===== config.mk =====
export PLATFORM = sky130hd
export DESIGN_NAME = adc_pwr_sequencer
export DESIGN_NICKNAME = d
export VERILOG_FILES = /design/src/rtl/adc_seq_pkg.sv /design/src/rtl/adc_seq_datapath.sv /design/src/rtl/adc_seq_ctrl.sv /design/src/rtl/adc_pwr_sequencer.sv
export SDC_FILE = /design/constraint.sdc
export NUM_CORES = 1
export LEC_CHECK = 0
export BUFFER_PORTS_ARGS = -buffer_cell sky130_fd_sc_hd__buf_2
export CORE_AREA = 2 2 91 67
export DETAILED_ROUTE_END_ITERATION = 6
export DIE_AREA = 0 0 93 69
export SLEW_MARGIN = 20
export SYNTH_ARGS = -nofsm -noshare
export SYNTH_HDL_FRONTEND = slang
export SYNTH_SLANG_ARGS = --single-unit

===== constraint.sdc =====
create_clock -name clk -period 1.9 [get_ports clk]
set_input_delay 0.19 -clock clk [delete_from_list [all_inputs] [get_ports clk]]
set_output_delay 0.19 -clock clk [all_outputs]
set_load 0.05 [all_outputs]

===== src/rtl/adc_seq_pkg.sv =====
package adc_seq_pkg;

  typedef enum logic [2:0] {
    ST_IDLE,
    ST_WAKE,
    ST_START,
    ST_CONV,
    ST_READ,
    ST_QUIET
  } seqState_t;

  // strobes from the control FSM into the datapath
  typedef struct packed {
    logic capture;
    logic fault;
  } seqStrobe_t;

  function automatic int maxOf(input int a, input int b);
    return (a > b) ? a : b;
  endfunction

endpackage


===== src/rtl/adc_seq_datapath.sv =====
module adc_seq_datapath
  import adc_seq_pkg::*;
#(
  parameter int DATA_W     = 14,
  parameter int PERIOD_CYC = 600,
  parameter int PER_W      = 10,
  parameter bit EOC_MODE   = 1'b0
) (
  input  logic              clk,
  input  logic              rstN,
  input  logic              statusLine,
  input  logic [DATA_W-1:0] dataIn,
  input  seqStrobe_t        strobe,
  output logic              tick,
  output logic              doneEdge,
  output logic              resultValid,
  output logic [DATA_W-1:0] resultData,
  output logic              errorPulse
);

  logic [PER_W-1:0] periodCnt;
  logic             statusQ;

  assign tick = (periodCnt == PER_W'(PERIOD_CYC - 1));

  always_ff @(posedge clk or negedge rstN) begin
    if (!rstN) begin
      periodCnt   <= '0;
      statusQ     <= EOC_MODE;
      resultValid <= 1'b0;
      resultData  <= '0;
      errorPulse  <= 1'b0;
    end else begin
      periodCnt   <= tick ? '0 : periodCnt + PER_W'(1);
      statusQ     <= statusLine;
      resultValid <= strobe.capture;
      errorPulse  <= strobe.fault;
      if (strobe.capture) begin
        resultData <= dataIn;
      end
    end
  end

  // completion edge polarity follows the operating mode
  if (EOC_MODE) begin : g_eocEdge
    assign doneEdge = ~statusQ & statusLine;
  end else begin : g_busyEdge
    assign doneEdge = statusQ & ~statusLine;
  end

endmodule


===== src/rtl/adc_seq_ctrl.sv =====
module adc_seq_ctrl
  import adc_seq_pkg::*;
#(
  parameter int WAKE_CYC    = 200,
  parameter int PULSE_CYC   = 3,
  parameter int TIMEOUT_CYC = 300,
  parameter int RD_CYC      = 5,
  parameter int ACCESS_CYC  = 4,
  parameter int QUIET_CYC   = 15,
  parameter bit EOC_MODE    = 1'b0,
  parameter int CNT_W       = 9
) (
  input  logic       clk,
  input  logic       rstN,
  input  logic       tick,
  input  logic       doneEdge,
  output logic       wakeOut,
  output logic       convst,
  output logic       csN,
  output logic       rdN,
  output seqStrobe_t strobe
);

  seqState_t        state, stateNxt;
  logic [CNT_W-1:0] cnt, cntNxt;

  always_comb begin
    stateNxt = state;
    cntNxt   = cnt + CNT_W'(1);
    strobe   = '0;
    unique case (state)
      ST_IDLE: begin
        cntNxt = '0;
        if (tick) stateNxt = ST_WAKE;
      end
      ST_WAKE: begin
        if (cnt == CNT_W'(WAKE_CYC - 1)) begin
          stateNxt = ST_START;
          cntNxt   = '0;
        end
      end
      ST_START: begin
        if (cnt == CNT_W'(PULSE_CYC - 1)) begin
          stateNxt = ST_CONV;
          cntNxt   = '0;
        end
      end
      ST_CONV: begin
        if (doneEdge) begin
          stateNxt = ST_READ;
          cntNxt   = '0;
        end else if (cnt == CNT_W'(TIMEOUT_CYC - 1)) begin
          stateNxt     = ST_IDLE;
          cntNxt       = '0;
          strobe.fault = 1'b1;
        end
      end
      ST_READ: begin
        strobe.capture = (cnt == CNT_W'(ACCESS_CYC - 1));
        if (cnt == CNT_W'(RD_CYC - 1)) begin
          stateNxt = ST_QUIET;
          cntNxt   = '0;
        end
      end
      ST_QUIET: begin
        if (cnt == CNT_W'(QUIET_CYC - 1)) begin
          stateNxt = ST_IDLE;
          cntNxt   = '0;
        end
      end
      default: begin
        stateNxt = ST_IDLE;
        cntNxt   = '0;
      end
    endcase
  end

  always_ff @(posedge clk or negedge rstN) begin
    if (!rstN) begin
      state <= ST_IDLE;
      cnt   <= '0;
    end else begin
      state <= stateNxt;
      cnt   <= cntNxt;
    end
  end

  assign wakeOut = (state == ST_WAKE) || (state == ST_START) ||
                   (state == ST_CONV) || (state == ST_READ);
  assign convst  = (state == ST_START) || ((state == ST_CONV) && !EOC_MODE);
  assign csN     = (state != ST_READ);
  assign rdN     = (state != ST_READ);

endmodule


===== src/rtl/adc_pwr_sequencer.sv =====
module adc_pwr_sequencer
  import adc_seq_pkg::*;
#(
  parameter int DATA_W      = 14,
  parameter int PERIOD_CYC  = 600,
  parameter int WAKE_CYC    = 200,
  parameter int PULSE_CYC   = 3,
  parameter int TIMEOUT_CYC = 300,
  parameter int RD_CYC      = 5,
  parameter int ACCESS_CYC  = 4,
  parameter int QUIET_CYC   = 15,
  parameter bit EOC_MODE    = 1'b0
) (
  input  logic              clk,
  input  logic              rstN,
  input  logic              statusLine,
  input  logic [DATA_W-1:0] dataIn,
  output logic              wakeOut,
  output logic              convst,
  output logic              csN,
  output logic              rdN,
  output logic              resultValid,
  output logic [DATA_W-1:0] resultData,
  output logic              errorPulse
);

  // the read strobe is never shorter than the access time
  localparam int RD_EFF     = maxOf(RD_CYC, ACCESS_CYC);
  // shortest period that fits wake, start, worst-case wait, read and quiet
  localparam int MIN_PERIOD = WAKE_CYC + PULSE_CYC + TIMEOUT_CYC + RD_EFF + QUIET_CYC + 1;
  localparam int PERIOD_EFF = maxOf(PERIOD_CYC, MIN_PERIOD);
  localparam int CNT_MAX    = maxOf(maxOf(WAKE_CYC, TIMEOUT_CYC),
                                    maxOf(maxOf(PULSE_CYC, RD_EFF), QUIET_CYC));
  localparam int CNT_W      = $clog2(CNT_MAX + 1);
  localparam int PER_W      = $clog2(PERIOD_EFF + 1);

  seqStrobe_t strobe;
  logic       tick;
  logic       doneEdge;

  adc_seq_ctrl #(
    .WAKE_CYC   (WAKE_CYC),
    .PULSE_CYC  (PULSE_CYC),
    .TIMEOUT_CYC(TIMEOUT_CYC),
    .RD_CYC     (RD_EFF),
    .ACCESS_CYC (ACCESS_CYC),
    .QUIET_CYC  (QUIET_CYC),
    .EOC_MODE   (EOC_MODE),
    .CNT_W      (CNT_W)
  ) u_ctrl (
    .clk     (clk),
    .rstN    (rstN),
    .tick    (tick),
    .doneEdge(doneEdge),
    .wakeOut (wakeOut),
    .convst  (convst),
    .csN     (csN),
    .rdN     (rdN),
    .strobe  (strobe)
  );

  adc_seq_datapath #(
    .DATA_W    (DATA_W),
    .PERIOD_CYC(PERIOD_EFF),
    .PER_W     (PER_W),
    .EOC_MODE  (EOC_MODE)
  ) u_datapath (
    .clk        (clk),
    .rstN       (rstN),
    .statusLine (statusLine),
    .dataIn     (dataIn),
    .strobe     (strobe),
    .tick       (tick),
    .doneEdge   (doneEdge),
    .resultValid(resultValid),
    .resultData (resultData),
    .errorPulse (errorPulse)
  );

endmodule


==> impl_summary.log, run 1 <==
INFO  metric status = finished with violations
INFO  metric failed_checks = negative setup slack
INFO  metric fin_nets = 234
INFO  metric timing.final.crit_share = 1.01
INFO  metric synth_edf_count = 0
INFO  metric drt-initial-drc-count = 42
INFO  metric gr_util_all_layers = 0.123
INFO  metric fmax = 522 MHz
INFO  metric antenna_found_initial = 0
INFO  metric yosys_most_used_dff = sky130_fd_sc_hd__dfrtp_1
INFO  metric rows = 23
INFO  metric synthDistinctLibCells = 39
INFO  metric chipHeight = 69 um
INFO  metric postSynth.asyncResetShare = 1.00
INFO  metric clock_path_buffers = 2
INFO  metric wl_met1 = 1890 um
INFO  metric layout.cell_area.non_filler = 2400 um^2
INFO  metric tritoncts_clock_tree = built
INFO  metric postLayoutSetupSlackWorst = -15.1 ps
INFO  metric synthCells = 162
INFO  metric ys_ff_latch = 39
INFO  metric die_area = 6420 um^2
INFO  metric p_leak = 1.06 nW
INFO  metric clk_latency = 290 ps
INFO  metric slew_headroom = 0.677
INFO  metric timing.critical_path.required = 2060 ps
INFO  metric final.setup.tns = -26.9 ps
INFO  metric worst-setup-path-type = flop to flop
INFO  metric hold_path_end = u_datapath.statusQ
INFO  metric remaining_drc_errors = 0
INFO  metric placement.cell_area = 2170 um^2
INFO  metric slew_viol_final = 0
INFO  metric met3WireLength = 276 um
INFO  metric drt-vias-per-instance = 4.92
INFO  metric finalHoldViolations = 0
INFO  metric final_layout_size_suffix_gt1_frac = 0.380
INFO  metric cts_root_buffer = sky130_fd_sc_hd__clkbuf_8
INFO  metric dr_total_vias = 1418
INFO  metric route.met2.wl = 1670 um
INFO  metric detailedPlacementHpwl = 2540 um
INFO  metric final_common_cell = sky130_fd_sc_hd__dfrtp_1
INFO  metric setup.worst_path.start_class = flop
INFO  metric ys_warn_count = 0
INFO  metric worst_pin_slew = 484 ps
INFO  metric start_util = 0.342
INFO  metric fill_cells = 537
INFO  metric drtAntennaViolNets = 0
INFO  metric number_of_violations_of_the_max_capacitance_limit = 0
INFO  metric yosysSeqAreaShare = 0.516
INFO  metric power-per-cell-area = 746 nW/um^2
INFO  metric io_buffers = 36
INFO  metric finalSetupViolations = 2
INFO  metric cts_sinks = 39
INFO  metric hold_depth = 1
INFO  metric cts.htree.levels = 2
INFO  metric routed.top_layer = met4
INFO  metric grt_overflow = 0
INFO  metric insertedDiodeCount = 0
INFO  metric cts_buffers = 5
INFO  metric rsz0062_at_grt = true
INFO  metric holdCritPathClass = primary input to flop
INFO  metric cts.reportedPaths.clkPinSlew = 80 ps
INFO  metric final_cell_mix = 39 x sky130_fd_sc_hd__dfrtp_1, 36 x sky130_fd_sc_hd__buf_2, 14 x sky130_fd_sc_hd__mux2_2
INFO  metric synthesis.nets = 184
INFO  metric grt_pass1_wl = 6310 um
INFO  metric critPathCaptureType = flop
INFO  metric min_period = 1920 ps
INFO  metric worst_r2r_endpoint = u_ctrl.cnt[0]
INFO  metric synthesis.area_per_instance = 11.7 um^2
INFO  metric worstReg2RegStart = u_ctrl.cnt[0]
INFO  metric worst-r2r-setup-slack = -20 ps
INFO  metric number_of_top_level_design_ports = 37
INFO  metric worst-path-max-fanout = 5
INFO  metric drt_wl_total = 3880 um
INFO  metric wl_per_cell = 13.5 um
INFO  metric r2r_cells = 6
INFO  metric design.core.area = 5530 um^2
INFO  metric syn-cell-area = 1890 um^2
INFO  metric finalClockSkew = 2.91 ps
INFO  metric die_width = 93 um
INFO  metric first_pass_iters = 4
INFO  metric worst_ep_arrival_time = 2070 ps
INFO  metric vdd_ir_drop_max = 300 uV
INFO  metric number_of_global_route_vias_before_repair = 1323
INFO  metric area_overhead_of_the_layout_relative_to_synthesis = 26.8%
INFO  metric grt_start_max_net_pins = 40
INFO  metric hold_path.startpoint = statusLine
INFO  metric gp_congestion = 0.732
[synthesized netlist by cell type (3+ instances only)]
library cell	n	area, um^2
sky130_fd_sc_hd__dfrtp_1	39	976
sky130_fd_sc_hd__mux2_2	14	158
sky130_fd_sc_hd__nor2_1	12	45.0
sky130_fd_sc_hd__a211oi_1	8	60.1
sky130_fd_sc_hd__xor2_1	8	70.1
sky130_fd_sc_hd__xnor2_1	7	61.3
sky130_fd_sc_hd__inv_1	6	22.5
sky130_fd_sc_hd__nand3_1	6	30.0
sky130_fd_sc_hd__and3_1	5	31.3
sky130_fd_sc_hd__ha_1	5	62.6
sky130_fd_sc_hd__nand2_1	5	18.8
sky130_fd_sc_hd__nand4_1	5	31.3
sky130_fd_sc_hd__a21oi_1	3	15.0
sky130_fd_sc_hd__buf_4	3	22.5
sky130_fd_sc_hd__nor2b_1	3	18.8
sky130_fd_sc_hd__o21ai_0	3	15.0
[through the flow]
step / hold WS (ps) / cells / total power, mW / setup WS, ps / util
2_1_floorplan: -106 / 162 / 0.938 / 165 / -
3_3_place_gp: 275 / 273 / 0.989 / 61.3 / 0.394
3_5_place_dp: 274 / 273 / 0.991 / 7.41 / 0.394
4_1_cts: 15.8 / 286 / 1.82 / 10.8 / 0.426
5_1_grt: 19.2 / 288 / 1.86 / -91.1 / 0.434
6_report: 28.4 / 288 / 1.79 / -15.1 / 0.434
[critical path, cell delays in order, from the launching register on]
cell	delay (ps)
sky130_fd_sc_hd__dfrtp_1	430
sky130_fd_sc_hd__inv_1	120
sky130_fd_sc_hd__ha_1	190
sky130_fd_sc_hd__or4b_1	470
sky130_fd_sc_hd__o22ai_2	230
sky130_fd_sc_hd__a21o_2	240
sky130_fd_sc_hd__a211oi_1	100
[layout make-up]
| cell class | instances | area [um^2] | area share |
|---|---|---|---|
| Sequential cell | 39 | 976 | 0.407 |
| Multi-Input combinational cell | 110 | 882 | 0.368 |
| Timing Repair Buffer | 50 | 288 | 0.120 |
| Tap cell | 75 | 93.8 | 0.0391 |
| Clock buffer | 5 | 68.8 | 0.0287 |
| Clock inverter | 3 | 67.6 | 0.0282 |
| Inverter | 6 | 22.5 | 0.00939 |
[registers in the layout, summed over array words and instances (netlist names)]
register,cells
u_datapath.resultData,14
u_datapath.periodCnt,10
u_ctrl.state,3
u_datapath.resultValid,1
u_datapath.statusQ,1
u_datapath.errorPulse,1
u_ctrl.cnt,9
[kinds of logic (layout without fill, tap and decap cells)]
kind of cell | count (synthesis) | count (layout) | synth area share
flops | 39 | 39 | 0.516
simple gates | 52 | 52 | 0.177
xor+xnor | 15 | 15 | 0.0694
mux | 14 | 14 | 0.0833
buf+inv | 14 | 64 | 0.0390
compound gates | 23 | 24 | 0.0827
fa+ha+maj | 5 | 5 | 0.0331
[how the worst max path moves through the flow]
stage,end,slack [ps],from,depth (start not counted)
after global routing,u_ctrl.cnt[0],-90,u_ctrl.cnt[1],7
final,u_ctrl.cnt[0],-20,u_ctrl.cnt[0],6
after CTS,u_datapath.resultData[12],10,u_ctrl.cnt[0],6
after global placement,u_ctrl.cnt[8],60,u_ctrl.cnt[0],6
after detailed placement,u_ctrl.cnt[0],7,u_ctrl.cnt[0],6
after floorplan,u_ctrl.cnt[0],160,u_ctrl.cnt[0],6
[power by group]
part / switching [mW] / internal, mW / leakage [nW]
sequential: 0.00642 / 0.845 / 0.496
combinational: 0.0850 / 0.0362 / 0.496
clock: 0.294 / 0.524 / 0.0644
[layer usage]
layer / up-vias / global-route usage
met5: - / 0
met1: 686 / 0.170
met4: 0 / 0.0425
li1: 682 / -
met2: 45 / 0.179
met3: 5 / 0.0426
[what timing repair did]
action | in CTS | in global routing
endpoints found under the setup margin | 8 | 24
setup buffers | 3 | 1
hold buffers | 1 | 0
cloned | 1 | 1
resized for setup | 4 | 4
pin swaps | 2 | 4
hold endpoints to repair | 39 | 0
Power figures use the tool's default switching activity.
==> run 2: changes to the inputs <==
- PLACE_DENSITY: unset -> 0.66
==> run 2 against run 1 <==
Effect of this change:
- the run now ends clean
- worst setup slack gained 87 ps
- design area fell by 5.4%
- critical path depth did not move
- combinational power hardly changed
- core utilization fell by 2.3 points
- die area is the same
- cell count decreased by 2.4%
- critical path type unchanged
- global-route usage is 0.89 points lower
- maximum frequency rose by 4.7%
==> impl_summary.log, run 2 (same netlist as run 1, synthesis figures left out) <==
INFO  metric die_width = 93 um (unchanged)
INFO  metric slew_viol_final = 0 (unchanged)
INFO  metric setup.worst_path.start_class = flop (unchanged)
INFO  metric fill_cells = 536 (was 537)
INFO  metric first_pass_iters = 4 (unchanged)
INFO  metric slew_headroom = 0.672 (was 0.677)
INFO  metric cts_buffers = 5 (unchanged)
INFO  metric p_leak = 0.994 nW (was 1.06 nW)
INFO  metric cts_sinks = 39 (unchanged)
INFO  metric drt-vias-per-instance = 4.80 (was 4.92)
INFO  metric cts.htree.levels = 2 (unchanged)
INFO  metric fin_nets = 227 (was 234)
INFO  metric drt-initial-drc-count = 47 (was 42)
INFO  metric chipHeight = 69 um (unchanged)
INFO  metric holdCritPathClass = primary input to flop (unchanged)
INFO  metric gr_util_all_layers = 0.114 (was 0.123)
INFO  metric timing.final.crit_share = 0.962 (was 1.01)
INFO  metric drt_wl_total = 3430 um (was 3880 um)
INFO  metric regMostFlops = u_datapath.resultData (unchanged)
INFO  metric grt_start_max_net_pins = 40 (unchanged)
INFO  metric remaining_drc_errors = 0 (unchanged)
INFO  metric final_layout_size_suffix_gt1_frac = 0.354 (was 0.380)
INFO  metric worst_pin_slew = 488 ps (was 484 ps)
INFO  metric finalClockSkew = 5.85 ps (was 2.91 ps)
INFO  metric detailedPlacementHpwl = 2410 um (was 2540 um)
INFO  metric rsz0062_at_grt = true (unchanged)
INFO  metric clk_latency = 290 ps (about the same)
INFO  metric clock_path_buffers = 2 (unchanged)
INFO  metric layout_top_registers = u_datapath.resultData (14), u_datapath.periodCnt (10), u_ctrl.cnt (9) (unchanged)
INFO  metric final_core_utilization = 0.411 (was 0.434)
INFO  metric fmax = 547 MHz (was 522 MHz)
INFO  metric min_period = 1830 ps (was 1920 ps)
INFO  metric drtAntennaViolNets = 0 (unchanged)
INFO  metric worst-path-max-fanout = 10 (was 5)
INFO  metric largest_register_ff_count = 14 (unchanged)
INFO  metric gp_congestion = 0.795 (was 0.732)
INFO  metric io_buffers = 36 (unchanged)
INFO  metric grt_pass1_wl = 5800 um (was 6310 um)
INFO  metric number_of_global_route_vias_before_repair = 1239 (was 1323)
INFO  metric finalHoldViolations = 0 (unchanged)
INFO  metric finalSetupViolations = 0 (was 2)
INFO  metric wl_per_cell = 12.2 um (was 13.5 um)
INFO  metric die_area = 6420 um^2 (unchanged)
INFO  metric critPathCaptureType = flop (unchanged)
INFO  metric worst_ep_arrival_time = 1990 ps (was 2070 ps)
INFO  metric number_of_violations_of_the_max_capacitance_limit = 0 (unchanged)
INFO  metric insertedDiodeCount = 0 (unchanged)
INFO  metric grt_overflow = 0 (unchanged)
INFO  metric number_of_top_level_design_ports = 37 (unchanged)
INFO  metric tritoncts_clock_tree = built (unchanged)
INFO  metric final_common_cell = sky130_fd_sc_hd__dfrtp_1 (unchanged)
INFO  metric final_cell_mix = 39 x sky130_fd_sc_hd__dfrtp_1, 36 x sky130_fd_sc_hd__buf_2, 14 x sky130_fd_sc_hd__mux2_2 (unchanged)
INFO  metric holdWs = 30.2 ps (was 28.4 ps)
INFO  metric antenna_found_initial = 0 (unchanged)
INFO  metric start_util = 0.342 (unchanged)
INFO  metric area_overhead_of_the_layout_relative_to_synthesis = 20.0% (was 26.8%)
INFO  metric worst-setup-path-type = flop to flop (unchanged)
INFO  metric cts.reportedPaths.clkPinSlew = 80 ps (about the same)
INFO  metric power-per-cell-area = 667 nW/um^2 (was 746 nW/um^2)
INFO  metric design.core.area = 5530 um^2 (unchanged)
INFO  metric rows = 23 (unchanged)
INFO  metric status = completed (was finished with violations)
INFO  metric dr_total_vias = 1349 (was 1418)
INFO  metric cts_root_buffer = sky130_fd_sc_hd__clkbuf_8 (unchanged)
INFO  metric timing.critical_path.required = 2060 ps (about the same)
INFO  metric vdd_ir_drop_max = 215 uV (was 300 uV)
==> run 2: what timing repair did <==
item | in CTS | in global routing
gates resized for setup | 0 | 3
endpoints found under the setup margin | 0 | 24
hold buffers | 1 | 0
buffers inserted | 0 | 0
endpoints found under the hold margin | 39 | 0
==> run 2: power by group <==
part,total [mW],switching (mW),leakage [nW],internal (mW)
Clock,0.540,0.284,0.0412,0.256
Sequential,0.852,0.00669,0.496,0.846
Combinational,0.121,0.0845,0.457,0.0361
Total,1.51,0.375,0.994,1.14
==> run 2: per-layer routing <==
layer / up-vias / global-route usage / wire length, um
met3: 8 / 0.0415 / 277
met5: - / 0 / 0
met2: 47 / 0.156 / 1330
li1: 664 / - / -
met4: 0 / 0.0490 / 59
met1: 630 / 0.161 / 1760
==> run 2: layout make-up <==
type	count	area [um^2]	area share
Clock buffer	6	72.6	0.0320
Sequential cell	39	976	0.430
Clock inverter	2	12.5	0.00551
Inverter	6	22.5	0.00992
Multi-Input combinational cell	109	850	0.374
Timing Repair Buffer	44	243	0.107
Tap cell	75	93.8	0.0413
==> run 2: metrics by stage <==
stage	setup slack [ps]	setup TNS, ps	std cells	power [mW]	area (um^2)
after floorplan	165	0	162	0.938	1890
after global placement	81.3	0	272	0.989	2170
after detailed placement	13.2	0	272	0.990	2170
after CTS	1.05	0	281	1.54	2260
after global routing	-74.2	-1350	281	1.58	2270
final	71.7	0	281	1.51	2270
==> run 2: final timing paths <==
path                                        endpoint                    start  depth (start not counted)  slack (ps)
min in group asynchronous  u_datapath.resultData[11]                     rstN                          3         470
max in group asynchronous    u_datapath.periodCnt[9]                     rstN                          3        1090
max reg2reg                            u_ctrl.cnt[1]            u_ctrl.cnt[0]                          6          70
max                                    u_ctrl.cnt[1]            u_ctrl.cnt[0]                          6          70
min                               u_datapath.statusQ               statusLine                          1          30
min reg2reg                  u_datapath.periodCnt[0]  u_datapath.periodCnt[0]                          1         450
==> run 2: worst max-delay path: stages, from the launching register on <==
cell and delay (ps):
sky130_fd_sc_hd__dfrtp_1 390, sky130_fd_sc_hd__ha_2 210, sky130_fd_sc_hd__nor4b_4 220, sky130_fd_sc_hd__nand4_1 190, sky130_fd_sc_hd__a222oi_1 360, sky130_fd_sc_hd__buf_4 240, sky130_fd_sc_hd__a211oi_1 90
